[src/rtl/cfg_port_decoder.sv]
module cfg_port_decoder #(
  parameter logic [15:0] ADDR_PORT = 16'h0CF8,
  parameter logic [15:0] DATA_PORT = 16'h0CFC
) (
  input  logic        clk,
  input  logic        rst_n,
  input  logic [15:0] io_addr,
  input  logic [3:0]  io_be,
  input  logic        io_rd,
  input  logic        io_wr,
  input  logic [31:0] io_wdata,
  output logic [31:0] io_rdata,
  output logic        io_ready,
  output logic [15:0] dn_addr,
  output logic [3:0]  dn_be,
  output logic        dn_rd,
  output logic        dn_wr,
  output logic [31:0] dn_wdata,
  input  logic [31:0] dn_rdata,
  input  logic        dn_ready,
  output logic        cfg_req,
  output logic        cfg_we,
  output logic [7:0]  cfg_bus,
  output logic [4:0]  cfg_dev,
  output logic [2:0]  cfg_fn,
  output logic [5:0]  cfg_reg,
  output logic        cfg_type0,
  output logic [3:0]  cfg_be,
  output logic [31:0] cfg_wdata,
  input  logic        cfg_ack,
  input  logic        cfg_hit,
  input  logic [31:0] cfg_rdata
);
  localparam logic [31:0] ALL_ONES = '1;

  typedef enum logic [1:0] {S_IDLE, S_WAIT, S_DONE} state_t;

  state_t      state;
  logic [31:0] sel_q;
  logic [31:0] resp_q;

  wire strobe   = io_rd | io_wr;
  wire hit_addr = (io_addr[15:2] == ADDR_PORT[15:2]) && (io_be == 4'hF);
  wire hit_data = (io_addr[15:2] == DATA_PORT[15:2]) && (io_be != 4'h0);
  wire claimed  = hit_addr | hit_data;
  wire enabled  = sel_q[31];

  always_ff @(posedge clk or negedge rst_n) begin
    if (!rst_n) begin
      state  <= S_IDLE;
      sel_q  <= '0;
      resp_q <= '0;
    end else begin
      if (hit_addr && io_wr) sel_q <= io_wdata;
      case (state)
        S_IDLE: if (hit_data && strobe && enabled) state <= S_WAIT;
        S_WAIT: if (cfg_ack) begin
          state  <= S_DONE;
          resp_q <= cfg_hit ? cfg_rdata : ALL_ONES;
        end
        default: state <= S_IDLE;
      endcase
    end
  end

  assign cfg_req   = (state == S_WAIT);
  assign cfg_we    = io_wr;
  assign cfg_bus   = sel_q[23:16];
  assign cfg_dev   = sel_q[15:11];
  assign cfg_fn    = sel_q[10:8];
  assign cfg_reg   = sel_q[7:2];
  assign cfg_type0 = (sel_q[23:16] == 8'h00);
  assign cfg_be    = io_be;
  assign cfg_wdata = io_wdata;

  assign dn_addr  = io_addr;
  assign dn_be    = io_be;
  assign dn_wdata = io_wdata;
  assign dn_rd    = io_rd & ~claimed;
  assign dn_wr    = io_wr & ~claimed;

  assign io_ready = claimed
      ? strobe & (hit_addr | (state == S_DONE) | ((state == S_IDLE) & ~enabled))
      : dn_ready;
  assign io_rdata = hit_addr ? sel_q
                  : hit_data ? ((state == S_DONE) ? resp_q : ALL_ONES)
                  : dn_rdata;

  assert_reset_idle_R1: assert property (@(posedge clk) $rose(rst_n) |-> !cfg_req);

  assert_no_req_disabled_R4: assert property (@(posedge clk) disable iff (!rst_n)
    (hit_data && strobe && !enabled && !cfg_req) |=> !cfg_req);

  assert_req_held_R5: assert property (@(posedge clk) disable iff (!rst_n)
    (cfg_req && !cfg_ack) |=> cfg_req);

  assert_no_early_ready_R5: assert property (@(posedge clk) disable iff (!rst_n)
    cfg_req |-> !io_ready);

  assert_ready_after_ack_R6: assert property (@(posedge clk) disable iff (!rst_n)
    (cfg_req && cfg_ack && strobe) |=> io_ready);

  assert_ones_on_miss_R6: assert property (@(posedge clk) disable iff (!rst_n)
    (cfg_req && cfg_ack && !cfg_hit && io_rd) |=> (io_rdata == ALL_ONES));

  assert_forward_R8: assert property (@(posedge clk) disable iff (!rst_n)
    (dn_rd || dn_wr) |-> !cfg_req);
endmodule

[config.mk]
export PLATFORM = sky130hd
export DESIGN_NAME = cfg_port_decoder
export DESIGN_NICKNAME = d
export VERILOG_FILES = /design/src/rtl/cfg_port_decoder.sv
export SDC_FILE = /design/constraint.sdc
export NUM_CORES = 1
export LEC_CHECK = 0
export BUFFER_PORTS_ARGS = -buffer_cell sky130_fd_sc_hd__buf_4
export CAP_MARGIN = 20
export CORE_ASPECT_RATIO = 1.25
export CORE_MARGIN = 5
export CORE_UTILIZATION = 25
export CTS_CLUSTER_SIZE = 28
export DETAILED_ROUTE_END_ITERATION = 16
export GPL_ROUTABILITY_DRIVEN = 0
export MAX_ROUTING_LAYER = met4
export SYNTH_ARGS = -nofsm -noshare
export SYNTH_HDL_FRONTEND = slang
export SYNTH_SLANG_ARGS = --single-unit
[constraint.sdc]
create_clock -name clk -period 3.9 [get_ports clk]
set_clock_uncertainty 0.05 [all_clocks]
set_input_delay 0.78 -clock clk [delete_from_list [all_inputs] [get_ports clk]]
set_output_delay 0.78 -clock clk [all_outputs]
set_load 0.005 [all_outputs]
==> results of run 1 <==
-- cell usage in the layout, fill, tap and decap left out, drive strengths merged, types with 2 or more instances in the layout --
cell      n
mux2     32
o31ai    32
nor4     32
and4      2
clkbuf   13
or4       2
nor3      3
nand3    32
nor2b    34
inv       2
dfrtp    66
and2      2
o21ai    35
nand4     2
buf     274
a21oi    32
nand2    34
nor2      4
-- layout make-up --
class,instances,share of cell area (%)
repair buffers,274,33.0
multi-input cells,285,31.0
flip-flops and latches,66,26.3
well taps,228,4.55
clock buffers,13,4.31
clock inverters,3,0.738
inverters,2,0.120
-- sequential cells by signal, summed over array words and instances, names as in the netlist --
register,count
state,2
sel_q,32
resp_q,32
-- tightest hold or removal path, cell delays in order (launching register included) --
cell     delay (ns)
dfrtp_1        0.34
nand2_1        0.04
o21ai_0        0.06
-- path summary, 6_finish.rpt --
check | start | end | slack (ns)
worst max-delay path | io_addr[13] | io_rdata[18] | 0.64
worst min-delay path | resp_q[12] | resp_q[12] | 0.43
worst max register to register | state[0] | resp_q[20] | 2.02
worst min register to register | resp_q[12] | resp_q[12] | 0.43
max in group asynchronous | rst_n | state[0] | 2.71
min in group asynchronous | rst_n | resp_q[25] | 0.52
-- routing by layer --
layer | global-route usage [%] | vias up | part of all wire [%]
met5 | - | - | 0
met3 | 3.43 | 25 | 6.6
met2 | 22.8 | 185 | 47
li1 | - | 1946 | -
met4 | 5.38 | 0 | 2.8
met1 | 18.8 | 1847 | 43
-- report_power, final --
part / internal (mW) / total (mW) / switching (mW)
Combinational: 0.189 / 0.329 / 0.140
Clock: 0.549 / 0.848 / 0.299
Sequential: 0.721 / 0.742 / 0.0214
-- cells by family (layout without fill, tap and decap cells) --
logic type | after synthesis | count (layout)
AOI/OAI and AO/OA | 103 | 103
and+or+nand+nor | 150 | 150
muxes | 32 | 32
buffers and inverters | 154 | 292
DFF | 66 | 66
-- stage by stage --
step,utilization (%),cells
after floorplan,-,505
after global placement,32.7,855
after detailed placement,32.7,855
after CTS,34.4,871
after global routing,34.4,871
final,34.4,871
==> metrics.cfg, run 1 <==
[run_status]
status=finished, final reports clean

[worst_hold_path]
whs_path_depth=2
worstHoldPathType=register to register

[synth]
synth_xor_area_share_pct=0
synth_top_family_by_area=buffers and inverters
async_reset_ff_share_pct=100
synth_nets=628
synthDistinctLibCells=32
synth_most_common_cell=buf_4
synthTopCellsByArea=dfrtp_1 36%, buf_4 18%, mux2_4 9.7%
ys_ff_latch=66
synth-adder-area-share_pct=0
synthSimpleGateAreaFrac_pct=17.9
synth_compound_area_share_pct=13.3
synth.cell_area_sq_um=4650
yosysTopAreaCell=dfrtp_1
yosys-mux-area-fraction_pct=10.2
synth.top_cell.area_share_pct=35.5
syn_avg_cell_area_sq_um=9.21
synthTopCellsByCount=112 x buf_4, 66 x dfrtp_1, 35 x o21ai_0
synthFlopType=dfrtp_1
yosysWarnings=0
ys_seq_area_share_pct=35.5
synth-edff-count=0
synthCells=505

[final_layout]
multiInputGateArea_sq_um=1940
final_nets=761
area_growth_pct=34.9
seq_area_sq_um=1650
diodes=0
fillers=1917
design_area_sq_um=6270
layout-drive-gt1-share_pct=51.0

[drt]
totalWireLength_um=16300
drt_first_pass_iters=4
via_per_inst=4.60
vias=4003
drc=0
detail_route.wl_per_cell_um=18.7
drt_iter0_markers=243
ant_nets=0

[grt]
grt_pass1_vias=4014
antenna_found_initial=0
grt-ovfl-total=0
grt_pass1_wl_um=24100
grt_max_degree=67
grt_usage_pct=14.7

[cts]
holdBufCountCts=0
cts_setup_buffers=0
clockRootBuffer=clkbuf_16
cts_resized=0
cts.htree.levels=3
numClockSinks=66
clk_pin_slew_ns=0.06
cts_buffers=9
clk_path_buf_depth=2
clkLatencyLatePin_ns=0.33
cts_tree=done

[worst_setup_path]
path_buf_inv=3
worst-path-stages=7
slowest_delay_ns=0.49
cp-start-kind=input pin
path_max_fanout=32
worst_path_max_delay_cell=nor4_1
critPathKind=input pin to output port
crit_required_ns=3.07
worstPathCellList=buf_4, and4b_1, nand4_1, buf_4, nor4_1, o31ai_1, buf_4
end_kind=output port
cpMostUsedCell=buf_4
reg2regPathDepth=4
crit_family=simple AND/OR/NAND/NOR gates
crit_arrival_ns=2.43

[floorplanning]
rows=55
io_pins=271
coreArea_sq_um=18200
dieArea_sq_um=21500
start_util_pct=25.5
die-height_um=163
die_w_um=132

[timing]
max_slew.worst_pin.slew_ns=0.996
fin_crit_sh_pct=83.7
period_needed_ns=3.26
hold_viol=0
drv_slew=0
clock.fmax_mhz=306
timing.slew.headroom_pct=33.4
whs_ns=0.428
finalSetupViolations=0
rsz0062_at_grt=no
setup_ws_ns=0.636
finalSetupTns_ns=0

[pwr]
power_leakage_nw=2.98
power_density_nw_per_um2=306
total_power_mw=1.92
peakVddDrop_uv=173

[place]
post-dp-hpwl_um=13000
post-place-ws_ns=0.649
io_buffers=266
post_dp_cell_area_sq_um=5960

[flow_run]
maxCapViolCount=0

(Power assumes the default switching activity.)
==> inputs of run 2 (changes only) <==
clock period = 2.9 ns   (was 3.9 ns; I/O delays follow)
==> run 2 against run 1 <==
Worst hold slack worse by 0.11 ns; wire length is 2.2% higher; non-clock buffer count is 10 higher; total power is 30% higher; clock-buffer cell count is 3 lower; flip-flop and latch count stayed put; global-route usage is 0.39 points higher; clock power is 25% higher; sequential power is 34% higher; final area is 2.1% higher; via count is 1.1% higher.
==> metrics.cfg, run 2 (synthesis gave the netlist of run 1 again) <==
[timing]
whs_ns=0.319  ; -0.109 ns
clock.fmax_mhz=363
finalSetupTns_ns=0  ; unchanged
hold_viol=0  ; unchanged
drv_slew=0  ; unchanged
fin_crit_sh_pct=95.1
timing.slew.headroom_pct=40.4  ; +7.1 points
rsz0062_at_grt=no
setup_ws_ns=0.143  ; -0.493 ns
max_slew.worst_pin.slew_ns=0.893  ; -0.103 ns
period_needed_ns=2.76
finalSetupViolations=0  ; unchanged

[worst_setup_path]
slowest_delay_ns=0.54  ; +0.05 ns
crit_family=simple AND/OR/NAND/NOR gates
cpMostUsedCell=buf_4
end_kind=output port
r2r-start=state[0]
reg2reg_to=resp_q[15]
critPathKind=input pin to output port
reg2reg_slack_ns=1.22  ; -0.80 ns
worstPathCellList=buf_4, nor3_2, nand4_1, buf_12, nor4_1, o31ai_1, buf_4
cp-start-kind=input pin
worst-path-stages=7  ; unchanged
crit_required_ns=2.27  ; -0.80 ns
path_max_fanout=33  ; +3.1%
worst_path_max_delay_cell=nor4_1
path_buf_inv=3  ; unchanged
reg2regPathDepth=5  ; +1
worstSetupEndpoint=io_rdata[20]
critPathLaunch=io_addr[12]
crit_arrival_ns=2.13  ; -0.30 ns

[floorplanning]
die_w_um=132  ; unchanged
rows=55  ; unchanged
coreArea_sq_um=18200  ; unchanged
start_util_pct=25.5  ; unchanged
io_pins=271  ; unchanged
dieArea_sq_um=21500  ; unchanged
die-height_um=163  ; unchanged

[grt]
grt_pass1_vias=4220  ; +5.1%
grt_pass1_wl_um=25000  ; +3.5%
antenna_found_initial=0  ; unchanged
grt_usage_pct=15.1  ; +0.39 points
grt-ovfl-total=0  ; unchanged
grt_max_degree=67  ; unchanged

[final_layout]
largest_registers=resp_q: 32 flops, sel_q: 32 flops, state: 2 flops
final_util_pct=35.1  ; +0.73 points
fillers=1896  ; -1.1%
area_growth_pct=37.7
final_common_cell=buf_4
diodes=0  ; unchanged
final_cell_mix=276 x buf_4, 66 x dfrtp_1, 35 x o21ai_0
layout-drive-gt1-share_pct=51.8  ; +0.75 points
final_cells=881  ; +1.1%
design_area_sq_um=6410  ; +2.1%
final_nets=771  ; +1.3%

[cts]
clockRootBuffer=clkbuf_16
cts_buffers=9  ; unchanged
clkLatencyLatePin_ns=0.32  ; about the same
clk_pin_slew_ns=0.05  ; about the same
clk_path_buf_depth=2  ; unchanged
cts_tree=done
holdBufCountCts=0  ; unchanged
cts_resized=0  ; unchanged
numClockSinks=66  ; unchanged
cts_setup_buffers=0  ; unchanged
cts.htree.levels=3  ; unchanged

[drt]
vias=4048  ; +1.1%
via_per_inst=4.59  ; about the same
ant_nets=0  ; unchanged
drt_iter0_markers=251  ; +3.3%
drc=0  ; unchanged
drt_first_pass_iters=4  ; unchanged
totalWireLength_um=16600  ; +2.2%
detail_route.wl_per_cell_um=18.9  ; +1.1%

[pwr]
total_power_mw=2.50  ; +30%
peakVddDrop_uv=254  ; +47%
power_density_nw_per_um2=390  ; +27%
power_leakage_nw=3.04  ; +2.2%

[worst_hold_path]
worstHoldPathType=input pin to asynchronous set/reset pin

[flow_run]
maxCapViolCount=0  ; unchanged

[place]
post_dp_cell_area_sq_um=6120  ; +2.7%
post-dp-hpwl_um=13200  ; +1.9%
io_buffers=266  ; unchanged
post-place-ws_ns=0.126  ; -0.523 ns
dp_cells=865  ; +1.2%

[run_status]
status=finished, final reports clean

## run 2: cell type report
| cell class | instances | area (sq um) | share of cell area, % |
|---|---|---|---|
| Tap cell | 228 | 285 | 4.45 |
| Clock buffer | 10 | 229 | 3.57 |
| Clock inverter | 6 | 57.6 | 0.898 |
| Timing Repair Buffer | 284 | 2230 | 34.8 |
| Inverter | 2 | 7.51 | 0.117 |
| Sequential cell | 66 | 1650 | 25.8 |
| Multi-Input combinational cell | 285 | 1940 | 30.3 |
## run 2: how the worst min path moves through the flow
stage	start	endpoint	cells after the start
floorplan	rst_n	resp_q[0]	0
global placement	resp_q[27]	resp_q[27]	2
detailed placement	resp_q[7]	resp_q[7]	2
CTS	rst_n	resp_q[15]	1
global route	rst_n	resp_q[14]	1
finish	rst_n	resp_q[15]	1
## run 2: metal layers
layer | global-route usage [%] | vias up | part of all wire (%)
met5 | - | - | 0
met4 | 4.49 | 0 | 1.5
met3 | 3.09 | 11 | 6.3
met2 | 24.7 | 156 | 49
met1 | 18.9 | 1924 | 43
li1 | - | 1957 | -
## run 2: worst register-to-register path, cell delays in order (launching register included)
cell	delay (ns)
dfrtp_1	0.38
nor2b_1	0.26
nand2_2	0.37
buf_4	0.35
nand2_1	0.08
o21ai_0	0.07
## run 2: report_power, final
group,switching [mW],internal (mW)
combinational,0.184,0.260
sequential,0.0282,0.969
clock,0.396,0.659
total,0.608,1.89
